### src/rtl/rep3x3_pkg.sv
package rep3x3_pkg;

    localparam int PIX_W   = 8;
    localparam int COORD_W = 12;
    localparam int WIN_N   = 9;

    typedef logic [PIX_W-1:0]   pix_t;
    typedef logic [COORD_W-1:0] coord_t;

    // one vertical slice of the neighbourhood
    typedef struct packed {
        pix_t top;
        pix_t mid;
        pix_t bot;
    } colv_t;

    typedef struct packed {
        logic   valid;
        coord_t row;
        coord_t col;
        colv_t  v;
    } cbeat_t;

    typedef logic [WIN_N-1:0][PIX_W-1:0] win9_t;

    typedef struct packed {
        logic   valid;
        logic   hs;
        logic   vs;
        coord_t row;
        coord_t col;
        win9_t  px;
    } wbeat_t;

    typedef enum logic [1:0] {
        FL_IDLE = 2'd0,
        FL_GAP  = 2'd1,
        FL_RUN  = 2'd2
    } flush_e;

    function automatic int addr_bits(input int n);
        int b;
        b = $clog2(n);
        return (b < 1) ? 1 : b;
    endfunction

    // row-major assembly: left, centre, right slices
    function automatic win9_t make_win(input colv_t l, input colv_t c, input colv_t r);
        win9_t w;
        w[0] = l.top; w[1] = c.top; w[2] = r.top;
        w[3] = l.mid; w[4] = c.mid; w[5] = r.mid;
        w[6] = l.bot; w[7] = c.bot; w[8] = r.bot;
        return w;
    endfunction

endpackage

### src/rtl/rep3x3_linebuf.sv
module rep3x3_linebuf #(
    parameter int DW    = 8,
    parameter int DEPTH = 8,
    parameter int AW    = 3
) (
    input  logic          clk,
    input  logic          we,
    input  logic [AW-1:0] waddr,
    input  logic [DW-1:0] wdata,
    input  logic [AW-1:0] raddr,
    output logic [DW-1:0] rdata
);

    logic [DW-1:0] mem [DEPTH];

    always_ff @(posedge clk) begin
        if (we) begin
            mem[waddr] <= wdata;
        end
    end

    // read sees the value before a same-cycle write
    assign rdata = mem[raddr];

endmodule

### src/rtl/rep3x3_colsrc.sv
module rep3x3_colsrc
    import rep3x3_pkg::*;
#(
    parameter int IMG_W = 64,
    parameter int IMG_H = 48
) (
    input  logic   clk,
    input  logic   rst,
    input  logic   in_de,
    input  logic   in_vsync,
    input  logic   in_hsync,
    input  pix_t   in_pix,
    output cbeat_t cs
);

    localparam int AW    = addr_bits(IMG_W);
    localparam int DEPTH = 1 << AW;
    localparam int NLB   = 2;
    localparam coord_t LAST_COL = coord_t'(IMG_W - 1);
    localparam coord_t LAST_ROW = coord_t'(IMG_H - 1);

    coord_t col_ctr, row_ctr, pos_col, pos_row;
    flush_e fl_state;
    coord_t fl_col;
    logic   live, last_px, flushing;
    logic [AW-1:0] rd_addr;
    pix_t   lb_in  [NLB+1];
    pix_t   lb_out [NLB];
    cbeat_t beat;

    always_comb begin
        pos_col = (in_vsync || in_hsync) ? '0 : col_ctr;
        if (in_vsync)      pos_row = '0;
        else if (in_hsync) pos_row = row_ctr + coord_t'(1);
        else               pos_row = row_ctr;
    end

    assign live     = in_de && (pos_row != '0);
    assign last_px  = in_de && (pos_col == LAST_COL) && (pos_row == LAST_ROW);
    assign flushing = (fl_state == FL_RUN);
    assign rd_addr  = flushing ? fl_col[AW-1:0] : pos_col[AW-1:0];

    // line buffer chain: [0] holds the newest stored row, [1] the one before
    assign lb_in[0] = in_pix;
    generate
        for (genvar i = 0; i < NLB; i++) begin : g_lb
            rep3x3_linebuf #(.DW(PIX_W), .DEPTH(DEPTH), .AW(AW)) u_lb (
                .clk   (clk),
                .we    (in_de),
                .waddr (pos_col[AW-1:0]),
                .wdata (lb_in[i]),
                .raddr (rd_addr),
                .rdata (lb_out[i])
            );
            assign lb_in[i+1] = lb_out[i];
        end
    endgenerate

    always_comb begin
        beat = '0;
        if (flushing) begin
            beat.valid = 1'b1;
            beat.row   = LAST_ROW;
            beat.col   = fl_col;
            beat.v.mid = lb_out[0];
            beat.v.bot = lb_out[0];
            beat.v.top = (LAST_ROW == '0) ? lb_out[0] : lb_out[1];
        end else if (live) begin
            beat.valid = 1'b1;
            beat.row   = pos_row - coord_t'(1);
            beat.col   = pos_col;
            beat.v.mid = lb_out[0];
            beat.v.bot = in_pix;
            beat.v.top = (pos_row == coord_t'(1)) ? lb_out[0] : lb_out[1];
        end
    end

    always_ff @(posedge clk) begin
        if (rst) begin
            col_ctr  <= '0;
            row_ctr  <= '0;
            fl_state <= FL_IDLE;
            fl_col   <= '0;
            cs       <= '0;
        end else begin
            cs <= beat;
            if (in_de) begin
                col_ctr <= pos_col + coord_t'(1);
                row_ctr <= pos_row;
            end
            case (fl_state)
                FL_IDLE: if (last_px) fl_state <= FL_GAP;
                FL_GAP: begin
                    fl_state <= FL_RUN;
                    fl_col   <= '0;
                end
                FL_RUN: begin
                    if (fl_col == LAST_COL) fl_state <= FL_IDLE;
                    else                    fl_col   <= fl_col + coord_t'(1);
                end
                default: fl_state <= FL_IDLE;
            endcase
        end
    end

    // the next frame must not start before the last row has been flushed
    a_r9_frame_gap: assert property (@(posedge clk) disable iff (rst)
        (fl_state != FL_IDLE) |-> !in_de);

    // a flush starts one idle cycle after the final pixel
    a_r6_flush_start: assert property (@(posedge clk) disable iff (rst)
        last_px |=> (fl_state == FL_GAP));

endmodule

### src/rtl/rep3x3_hshift.sv
module rep3x3_hshift
    import rep3x3_pkg::*;
#(
    parameter int IMG_W = 64,
    parameter int IMG_H = 48
) (
    input  logic   clk,
    input  logic   rst,
    input  cbeat_t cs,
    output wbeat_t wo
);

    localparam coord_t LAST_COL = coord_t'(IMG_W - 1);
    localparam coord_t LAST_ROW = coord_t'(IMG_H - 1);

    colv_t  q_l, q_c;
    logic   pend;
    coord_t pend_row;

    function automatic wbeat_t emit(input colv_t l, input colv_t c, input colv_t r,
                                    input coord_t row, input coord_t col);
        wbeat_t b;
        b.valid = 1'b1;
        b.row   = row;
        b.col   = col;
        b.hs    = (col == '0);
        b.vs    = (col == '0) && (row == '0);
        b.px    = make_win(l, c, r);
        return b;
    endfunction

    always_ff @(posedge clk) begin
        if (rst) begin
            q_l      <= '0;
            q_c      <= '0;
            pend     <= 1'b0;
            pend_row <= '0;
            wo       <= '0;
        end else begin
            wo.valid <= 1'b0;
            wo.hs    <= 1'b0;
            wo.vs    <= 1'b0;
            if (cs.valid) begin
                if (cs.col == '0) begin
                    // left edge: the first slice stands in for its own left neighbour
                    q_l <= cs.v;
                    q_c <= cs.v;
                end else begin
                    wo  <= emit(q_l, q_c, cs.v, cs.row, cs.col - coord_t'(1));
                    q_l <= q_c;
                    q_c <= cs.v;
                end
                pend     <= (cs.col == LAST_COL);
                pend_row <= cs.row;
            end else if (pend) begin
                // right edge: last slice repeated as the right neighbour
                wo   <= emit(q_l, q_c, q_c, pend_row, LAST_COL);
                pend <= 1'b0;
            end
        end
    end

    // a line's pending right-edge window needs one idle slot
    a_r9_line_gap: assert property (@(posedge clk) disable iff (rst)
        pend |-> !cs.valid);

    // left and right edge columns are replicated
    a_r7_left_edge: assert property (@(posedge clk) disable iff (rst)
        (wo.valid && wo.col == '0) |->
            (wo.px[0] == wo.px[1] && wo.px[3] == wo.px[4] && wo.px[6] == wo.px[7]));
    a_r7_right_edge: assert property (@(posedge clk) disable iff (rst)
        (wo.valid && wo.col == LAST_COL) |->
            (wo.px[2] == wo.px[1] && wo.px[5] == wo.px[4] && wo.px[8] == wo.px[7]));

    // top and bottom edge rows are replicated
    a_r5_top_edge: assert property (@(posedge clk) disable iff (rst)
        (wo.valid && wo.row == '0) |->
            (wo.px[0] == wo.px[3] && wo.px[1] == wo.px[4] && wo.px[2] == wo.px[5]));
    a_r6_bottom_edge: assert property (@(posedge clk) disable iff (rst)
        (wo.valid && wo.row == LAST_ROW) |->
            (wo.px[6] == wo.px[3] && wo.px[7] == wo.px[4] && wo.px[8] == wo.px[5]));

    // markers never appear without a window
    a_r8_marker_valid: assert property (@(posedge clk) disable iff (rst)
        (wo.hs || wo.vs) |-> wo.valid);

endmodule

### src/rtl/rep3x3_window.sv
module rep3x3_window
    import rep3x3_pkg::*;
#(
    parameter int IMG_W = 64,
    parameter int IMG_H = 48
) (
    input  logic                     clk,
    input  logic                     rst,
    input  logic                     in_de,
    input  logic                     in_vsync,
    input  logic                     in_hsync,
    input  logic [PIX_W-1:0]         in_pix,
    output logic                     out_de,
    output logic                     out_vsync,
    output logic                     out_hsync,
    output logic [COORD_W-1:0]       out_row,
    output logic [COORD_W-1:0]       out_col,
    output logic [WIN_N*PIX_W-1:0]   out_win
);

    cbeat_t cs;
    wbeat_t wo;

    initial begin
        a_r2_dims: assert (IMG_W >= 2 && IMG_H >= 2 &&
                           IMG_W < (1 << COORD_W) && IMG_H < (1 << COORD_W));
    end

    rep3x3_colsrc #(.IMG_W(IMG_W), .IMG_H(IMG_H)) u_colsrc (
        .clk      (clk),
        .rst      (rst),
        .in_de    (in_de),
        .in_vsync (in_vsync),
        .in_hsync (in_hsync),
        .in_pix   (in_pix),
        .cs       (cs)
    );

    rep3x3_hshift #(.IMG_W(IMG_W), .IMG_H(IMG_H)) u_hshift (
        .clk (clk),
        .rst (rst),
        .cs  (cs),
        .wo  (wo)
    );

    assign out_de    = wo.valid;
    assign out_vsync = wo.vs;
    assign out_hsync = wo.hs;
    assign out_row   = wo.row;
    assign out_col   = wo.col;
    assign out_win   = wo.px;

    // consecutive windows within a line advance by one column
    a_r2_col_step: assert property (@(posedge clk) disable iff (rst)
        (out_de && $past(out_de) && out_col != '0) |-> (out_col == $past(out_col) + 1'b1));

endmodule

### config.mk
export PLATFORM = sky130hd
export DESIGN_NAME = rep3x3_window
export DESIGN_NICKNAME = d
export VERILOG_FILES = /design/src/rtl/rep3x3_pkg.sv /design/src/rtl/rep3x3_linebuf.sv /design/src/rtl/rep3x3_colsrc.sv /design/src/rtl/rep3x3_hshift.sv /design/src/rtl/rep3x3_window.sv
export SDC_FILE = /design/constraint.sdc
export NUM_CORES = 2
export LEC_CHECK = 0
export BUFFER_PORTS_ARGS = -buffer_cell sky130_fd_sc_hd__buf_2
export CAP_MARGIN = 20
export CORE_UTILIZATION = 36
export CTS_CLUSTER_SIZE = 16
export DETAILED_ROUTE_END_ITERATION = 10
export PLACE_DENSITY_LB_ADDON = 0.3
export SKIP_LAST_GASP = 1
export SLEW_MARGIN = 10
export SYNTH_ARGS = -nofsm -noshare
export SYNTH_HDL_FRONTEND = slang
export SYNTH_SLANG_ARGS = --single-unit
### constraint.sdc
create_clock -name clk -period 6.74 [get_ports clk]
set_clock_uncertainty 0.15 [all_clocks]
set_input_delay 1.011 -clock clk [delete_from_list [all_inputs] [get_ports clk]]
set_output_delay 1.011 -clock clk [all_outputs]
set_load 0.02 [all_outputs]
* Yosys cells after proc, flatten, opt, wreduce, memory -nomap -nowiden *
Memories as Yosys holds them, arrays and structs flattened.
Cells that the tools add are included.
Widths: inputs -> output; s select.

word-level totals
  bits in registers = 247
  latch bits = 0
  memory bits (writable) = 1,024
  ROM bits = 0
  input port bits = 13
  memories kept = 2

operators by class
  $add $sub $neg = 5
  multiply operators = 0
  divide/modulo/power cells = 0
  $lt $le $gt $ge = 0
  equal/unequal tests = 11
  shift-type cells = 0
  muxes and demuxes = 18
  bitwise operators = 2
  reductions and logical operators = 17

memories
  memory                     words  bits a word  read ports  clocked after memory_dff  wr ports  RTL line              source
  u_colsrc.g_lb[0].u_lb.mem  64     8            1           0                         1         rep3x3_linebuf.sv:14  logic [DW-1:0] mem [DEPTH];
  u_colsrc.g_lb[1].u_lb.mem  64     8            1           0                         1         rep3x3_linebuf.sv:14

operators with widths
  kind                   number
  $mux 99                3
  $mux 49                2
  $eq 12x6->1 const B    4
  $mux 12                4
  $add 12x1->12 const B  3
  $logic_not 12->1       3
  $mux 24                1
  $pmux 12 s2            1
  $sub 12x1->12 const B  2
  $eq 12x1->1 const B    1
  $reduce_bool 12->1     1
  $mux 8                 1
  $mux 6                 1
  $ne 2x2->1 const B     3
  $pmux 2 s3             1
  $reduce_and 2->1       3
  $logic_and 1x1->1      4
  $mux 2                 2
  $reduce_bool 2->1      2
  $reduce_or 3->1        1
  $eq 2x1->1 const B     1
  $eq 2x2->1 const B     1
  $logic_not 2->1        1
  $mux 1                 2
  4 further kinds        5

* Depth between registers and ports, before layout *
  depth after elaboration = 7
  mapped depth = 13

* Modules after synthesis *
From an unflattened synthesis, not the netlist that was laid out.

second synthesis, totals
  cell total of the unflattened synthesis = 3,143
  area total of the unflattened synthesis = 50,900.1 µm²

by module, submodules not included
  module          instances  cells an instance  area each (µm²)  seq. area each (µm²)
  rep3x3_linebuf  2          932                20,006.7         15,374.7
  rep3x3_hshift   1          790                6,682.7          3,203.1
  rep3x3_colsrc   1          489                4,204.0          1,741.7

* Worst setup path before layout *
No wires, ideal clock.

  path type = in2reg
  start point = input port in_vsync
  end point = memory u_colsrc.g_lb[1].u_lb.mem[0][3], data pin
  library setup time = 0.375 ns
  data arrival time = 3.790 ns
  slack = 2.425 ns
  stages = 11
  path through = buf_2 or3b_1 buf_2 o21ai_4 buf_4 nor2_1 buf_2 a32oi_1 nand3_1 a221oi_1 a22o_1

between the ends
  longest elaborated chain between the ends = 4

RTL lines
  what                                RTL line              source
  from (decl)                         rep3x3_window.sv:10   input logic in_vsync,
  $logic_or 1x1->1                    rep3x3_colsrc.sv:32   pos_col = (in_vsync || in_hsync) ? '0 : col_ctr;
  $mux 12                             rep3x3_colsrc.sv:32
  $mux 6                              rep3x3_colsrc.sv:41   assign rd_addr = flushing ? fl_col[AW-1:0] : pos_col[AW-1:0];
  $mem_v2 64x8                        --
  net u_colsrc.g_lb[0].u_lb.rdata[3]  rep3x3_linebuf.sv:11  output logic [DW-1:0] rdata
  to (decl)                           rep3x3_linebuf.sv:14

The timed path passes the listed nets, and every way through them passes these cells.

* Final worst setup path *
  start point = register u_colsrc.fl_state[1]
  end point = register u_colsrc.cs[3] (netlist name)

between the ends
  longest elaborated chain between the ends = 4

RTL lines
  what                                RTL line              source
  from (decl)                         rep3x3_colsrc.sv:23   flush_e fl_state;
  from (signal assigned)              rep3x3_colsrc.sv:82   fl_state <= FL_IDLE;
  from (signal assigned)              rep3x3_colsrc.sv:92   FL_IDLE: if (last_px) fl_state <= FL_GAP;
  from (signal assigned)              rep3x3_colsrc.sv:94   fl_state <= FL_RUN;
  $eq 2x2->1                          rep3x3_colsrc.sv:40   assign flushing = (fl_state == FL_RUN);
  $mux 6                              rep3x3_colsrc.sv:41
  $mem_v2 64x8                        --
  net u_colsrc.g_lb[0].u_lb.rdata[3]  rep3x3_linebuf.sv:11
  $mux 49                             rep3x3_colsrc.sv:61   if (flushing) begin

The timed path passes the listed nets, and every way through them passes these cells.
A chain may end at the register's enable or synchronous reset.

==> results.py <==
metrics = {
    "status": {
        "status": "complete, no violations",
    },
    "power_and_ir_drop": {
        "finalPower_mw": 15.67,
        "p_leak_nw": 19.33,
        "internal_power_mw": 12.34,
        "p_comb_frac": 0.025,
        "switchingPower_mw": 3.327,
        "ir_drop_uv": 225.8,
        "clock_power_share": 0.430,
        "sequentialPowerShare": 0.545,
        "switching_share": 0.2124,
        "powerDensity_mw_per_mm2": 272.5,
    },
    "global_route": {
        "grt-ovfl-total": 0,
        "grt_max_degree": 99,
        "grt_pass1_vias": 31330,
        "grt_pass1_wl_um": 214200,
        "grt_usage": 0.2038,
        "antenna_found_initial": 4,
    },
    "sta": {
        "clock.fmax_mhz": 193.6,
        "final.period_utilization": 0.7663,
        "slew_headroom": 0.2367,
        "worstMarginPinSlew_ns": 1.141,
        "rsz0062_at_grt": "no",
        "min_period_ns": 5.165,
        "setup_viol": 0,
        "slew_violations": 0,
        "worst_slack_ns": 1.575,
        "tns_ns": 0,
        "finalHoldViolCount": 0,
    },
    "synthesis": {
        "postSynthAreaPerCell_um2": 12.63,
        "yosysTopAreaCellShare": 0.6102,
        "yosysMostFrequentCell": "edfxtp_1",
        "yosys_warnings": 0,
        "ys.flop_type": "edfxtp_1",
        "synth-edff-count": 1024,
        "synthesis.nets": 4012,
        "ys_ff_latch": 1271,
        "yosysTopAreaCell": "edfxtp_1",
        "synthCells": 3989,
        "yosysUniqueCellTypes": 76,
        "netlist_top_cells_area": "edfxtp_1 (61%), dfxtp_1 (9.8%), nand2_1 (7.3%), nand3_1 (2.9%), mux2i_1 (2.5%)",
        "postSynth.asyncResetShare": 0,
        "netlist_area_mm2": 0.05040,
        "yosysSeqAreaShare": 0.7083,
        "synth_top_cells_by_count": "edfxtp_1 (1024), nand2_1 (977), nand3_1 (288)",
    },
    "clock_network": {
        "htreeDepth": 3,
        "clock_latency_ns": 0.77,
        "cts_tree": "yes",
        "hold_buffers": 0,
        "cts_sinks": 1271,
        "clock_path_buffers": 3,
        "cts-root-buf": "clkbuf_16",
        "post_cts_resize_count": 0,
        "path_clk_slew_ns": 0.06,
        "cts_buffers": 121,
        "post_cts_buffers": 0,
    },
    "layout": {
        "area_growth_syn_to_layout_pct": 14.08,
        "regArea_mm2": 0.03570,
        "instances_no_fill": 6093,
        "final_net_count": 4149,
        "design_area_mm2": 0.05749,
        "antenna_cells": 0,
        "multi_input_area_mm2": 0.01360,
        "fill_cells": 12840,
        "drive_gt1_frac": 0.1222,
    },
    "die": {
        "start_util": 0.3647,
        "die-area_mm2": 0.1415,
        "ios": 112,
        "num_rows": 136,
        "dieHeight_um": 376.2,
        "core_area_mm2": 0.1382,
        "die_w_um": 376.2,
    },
    "worst_setup_path": {
        "worstSetupEndpointType": "register",
        "critPathKind": "register to register",
        "start_kind": "register",
        "crit_required_ns": 7.28,
        "path_max_fanout": 68,
        "crit_arrival_ns": 5.71,
    },
    "placement": {
        "dpl.cell_count": 5866,
        "dp_slack_ns": 1.017,
        "io_buffers": 111,
        "routabilityCongestion": 0.8675,
        "dpl.hpwl_um": 88300,
        "placed_area_mm2": 0.05360,
    },
    "run": {
        "drv_cap": 0,
    },
    "worst_hold_path": {
        "hp-class": "register to register",
    },
    "routing": {
        "dr.first_iter.drc_count": 3900,
        "drc": 0,
        "wl_per_cell_um": 24.09,
        "drtAntennaViolNets": 0,
        "wirelength_um": 146800,
        "dr.pass1.iters": 6,
        "vias_per_cell": 5.502,
        "vias": 33530,
    },
}
==> worst max-delay path: stages (launching register included) <==
cell and delay (ns):
dfxtp_1 0.55, nand2b_1 0.36, buf_4 0.34, a21oi_4 0.51, buf_12 0.35, nor2_2 0.24, buf_4 0.34, a32oi_1 0.22
nand3_1 0.11, a221oi_1 0.56, a22o_2 0.73, buf_12 0.27, a22o_1 0.17
==> metrics by stage <==
stage / hold WS [ns] / utilization
floorplan: 0.2863 / -
global placement: 0.2857 / 0.3875
detailed placement: 0.2915 / 0.3879
CTS: 0.2995 / 0.4161
global route: 0.3184 / 0.4161
finish: 0.2961 / 0.4161
==> cells by family after synthesis <==
family | count (synthesis) | synth area share
adders and majority gates | 10 | 0.002483
buffers and inverters | 266 | 0.02488
muxes | 154 | 0.03660
DFF | 1271 | 0.7083
and+or+nand+nor | 1699 | 0.1456
xor gates and xnor gates | 36 | 0.006256
AOI/OAI and AO/OA | 553 | 0.07592
==> cell usage in the layout, fill, tap and decap left out, types with 32 or more instances in the layout <==
cell type and instances:
dfxtp_1 246, buf_4 140, buf_2 110, a22oi_1 61, mux2i_1 126, nor2_1 221
nand3_1 288, nand4_1 52, edfxtp_1 1024, a21oi_1 152, clkinv_1 33, o21ai_0 45
nand2_1 977, a221oi_1 32, a31oi_1 69, a32oi_1 39, clkbuf_16 122
==> power groups by stage <==
stage	combinational, mW	sequential, mW	clock (mW)
2_1_floorplan	0.200	8.70	0
3_3_place_gp	0.387	8.71	0
3_5_place_dp	0.395	8.71	0
4_1_cts	0.395	8.54	6.85
5_1_grt	0.427	8.54	7.15
6_report	0.397	8.54	6.73
==> per-layer routing <==
metal	global-route usage	share of wire	up-vias	wire length [um]
li1	-	-	15030	-
met1	0.2884	0.43	16710	63820
met2	0.3133	0.45	1532	66130
met3	0.03989	0.082	255	12080
met4	0.06734	0.032	0	4728
met5	0	0	-	0
==> registers in the layout (all words and copies together) (netlist names) <==
| register | cells |
|---|---|
| u_colsrc.col_ctr | 12 |
| u_colsrc.cs | 49 |
| u_colsrc.fl_col | 12 |
| u_colsrc.fl_state | 2 |
| u_colsrc.g_lb.u_lb.mem | 1024 |
| u_colsrc.row_ctr | 12 |
| u_hshift.pend | 1 |
| u_hshift.pend_row | 12 |
| u_hshift.q_c | 24 |
| u_hshift.q_l | 24 |
| u_hshift.wo | 99 |
==> worst paths after layout <==
path / from / cells after the start / slack, ns / end
worst max-delay path: u_colsrc.fl_state[1]$_SDFFE_PP0P_ / 12 / 1.58 / u_colsrc.cs[3]$_SDFF_PP0_
worst min-delay path: u_hshift.wo[51]$_SDFFE_PP0P_ / 2 / 0.30 / u_hshift.wo[51]$_SDFFE_PP0P_
worst min register to register: u_hshift.wo[51]$_SDFFE_PP0P_ / 2 / 0.30 / u_hshift.wo[51]$_SDFFE_PP0P_
worst max register to register: u_colsrc.fl_state[1]$_SDFFE_PP0P_ / 12 / 1.58 / u_colsrc.cs[3]$_SDFF_PP0_
==> area by class of cell <==
| type | instances | area share |
|---|---|---|
| flip-flops and latches | 1271 | 0.6209 |
| multi-input cells | 2452 | 0.2365 |
| clock buffers | 143 | 0.05482 |
| well taps | 1863 | 0.04054 |
| repair buffers | 267 | 0.03351 |
| clock inverters | 84 | 0.01288 |
| inverters | 13 | 0.0008487 |
Power figures use the tool's default switching activity.
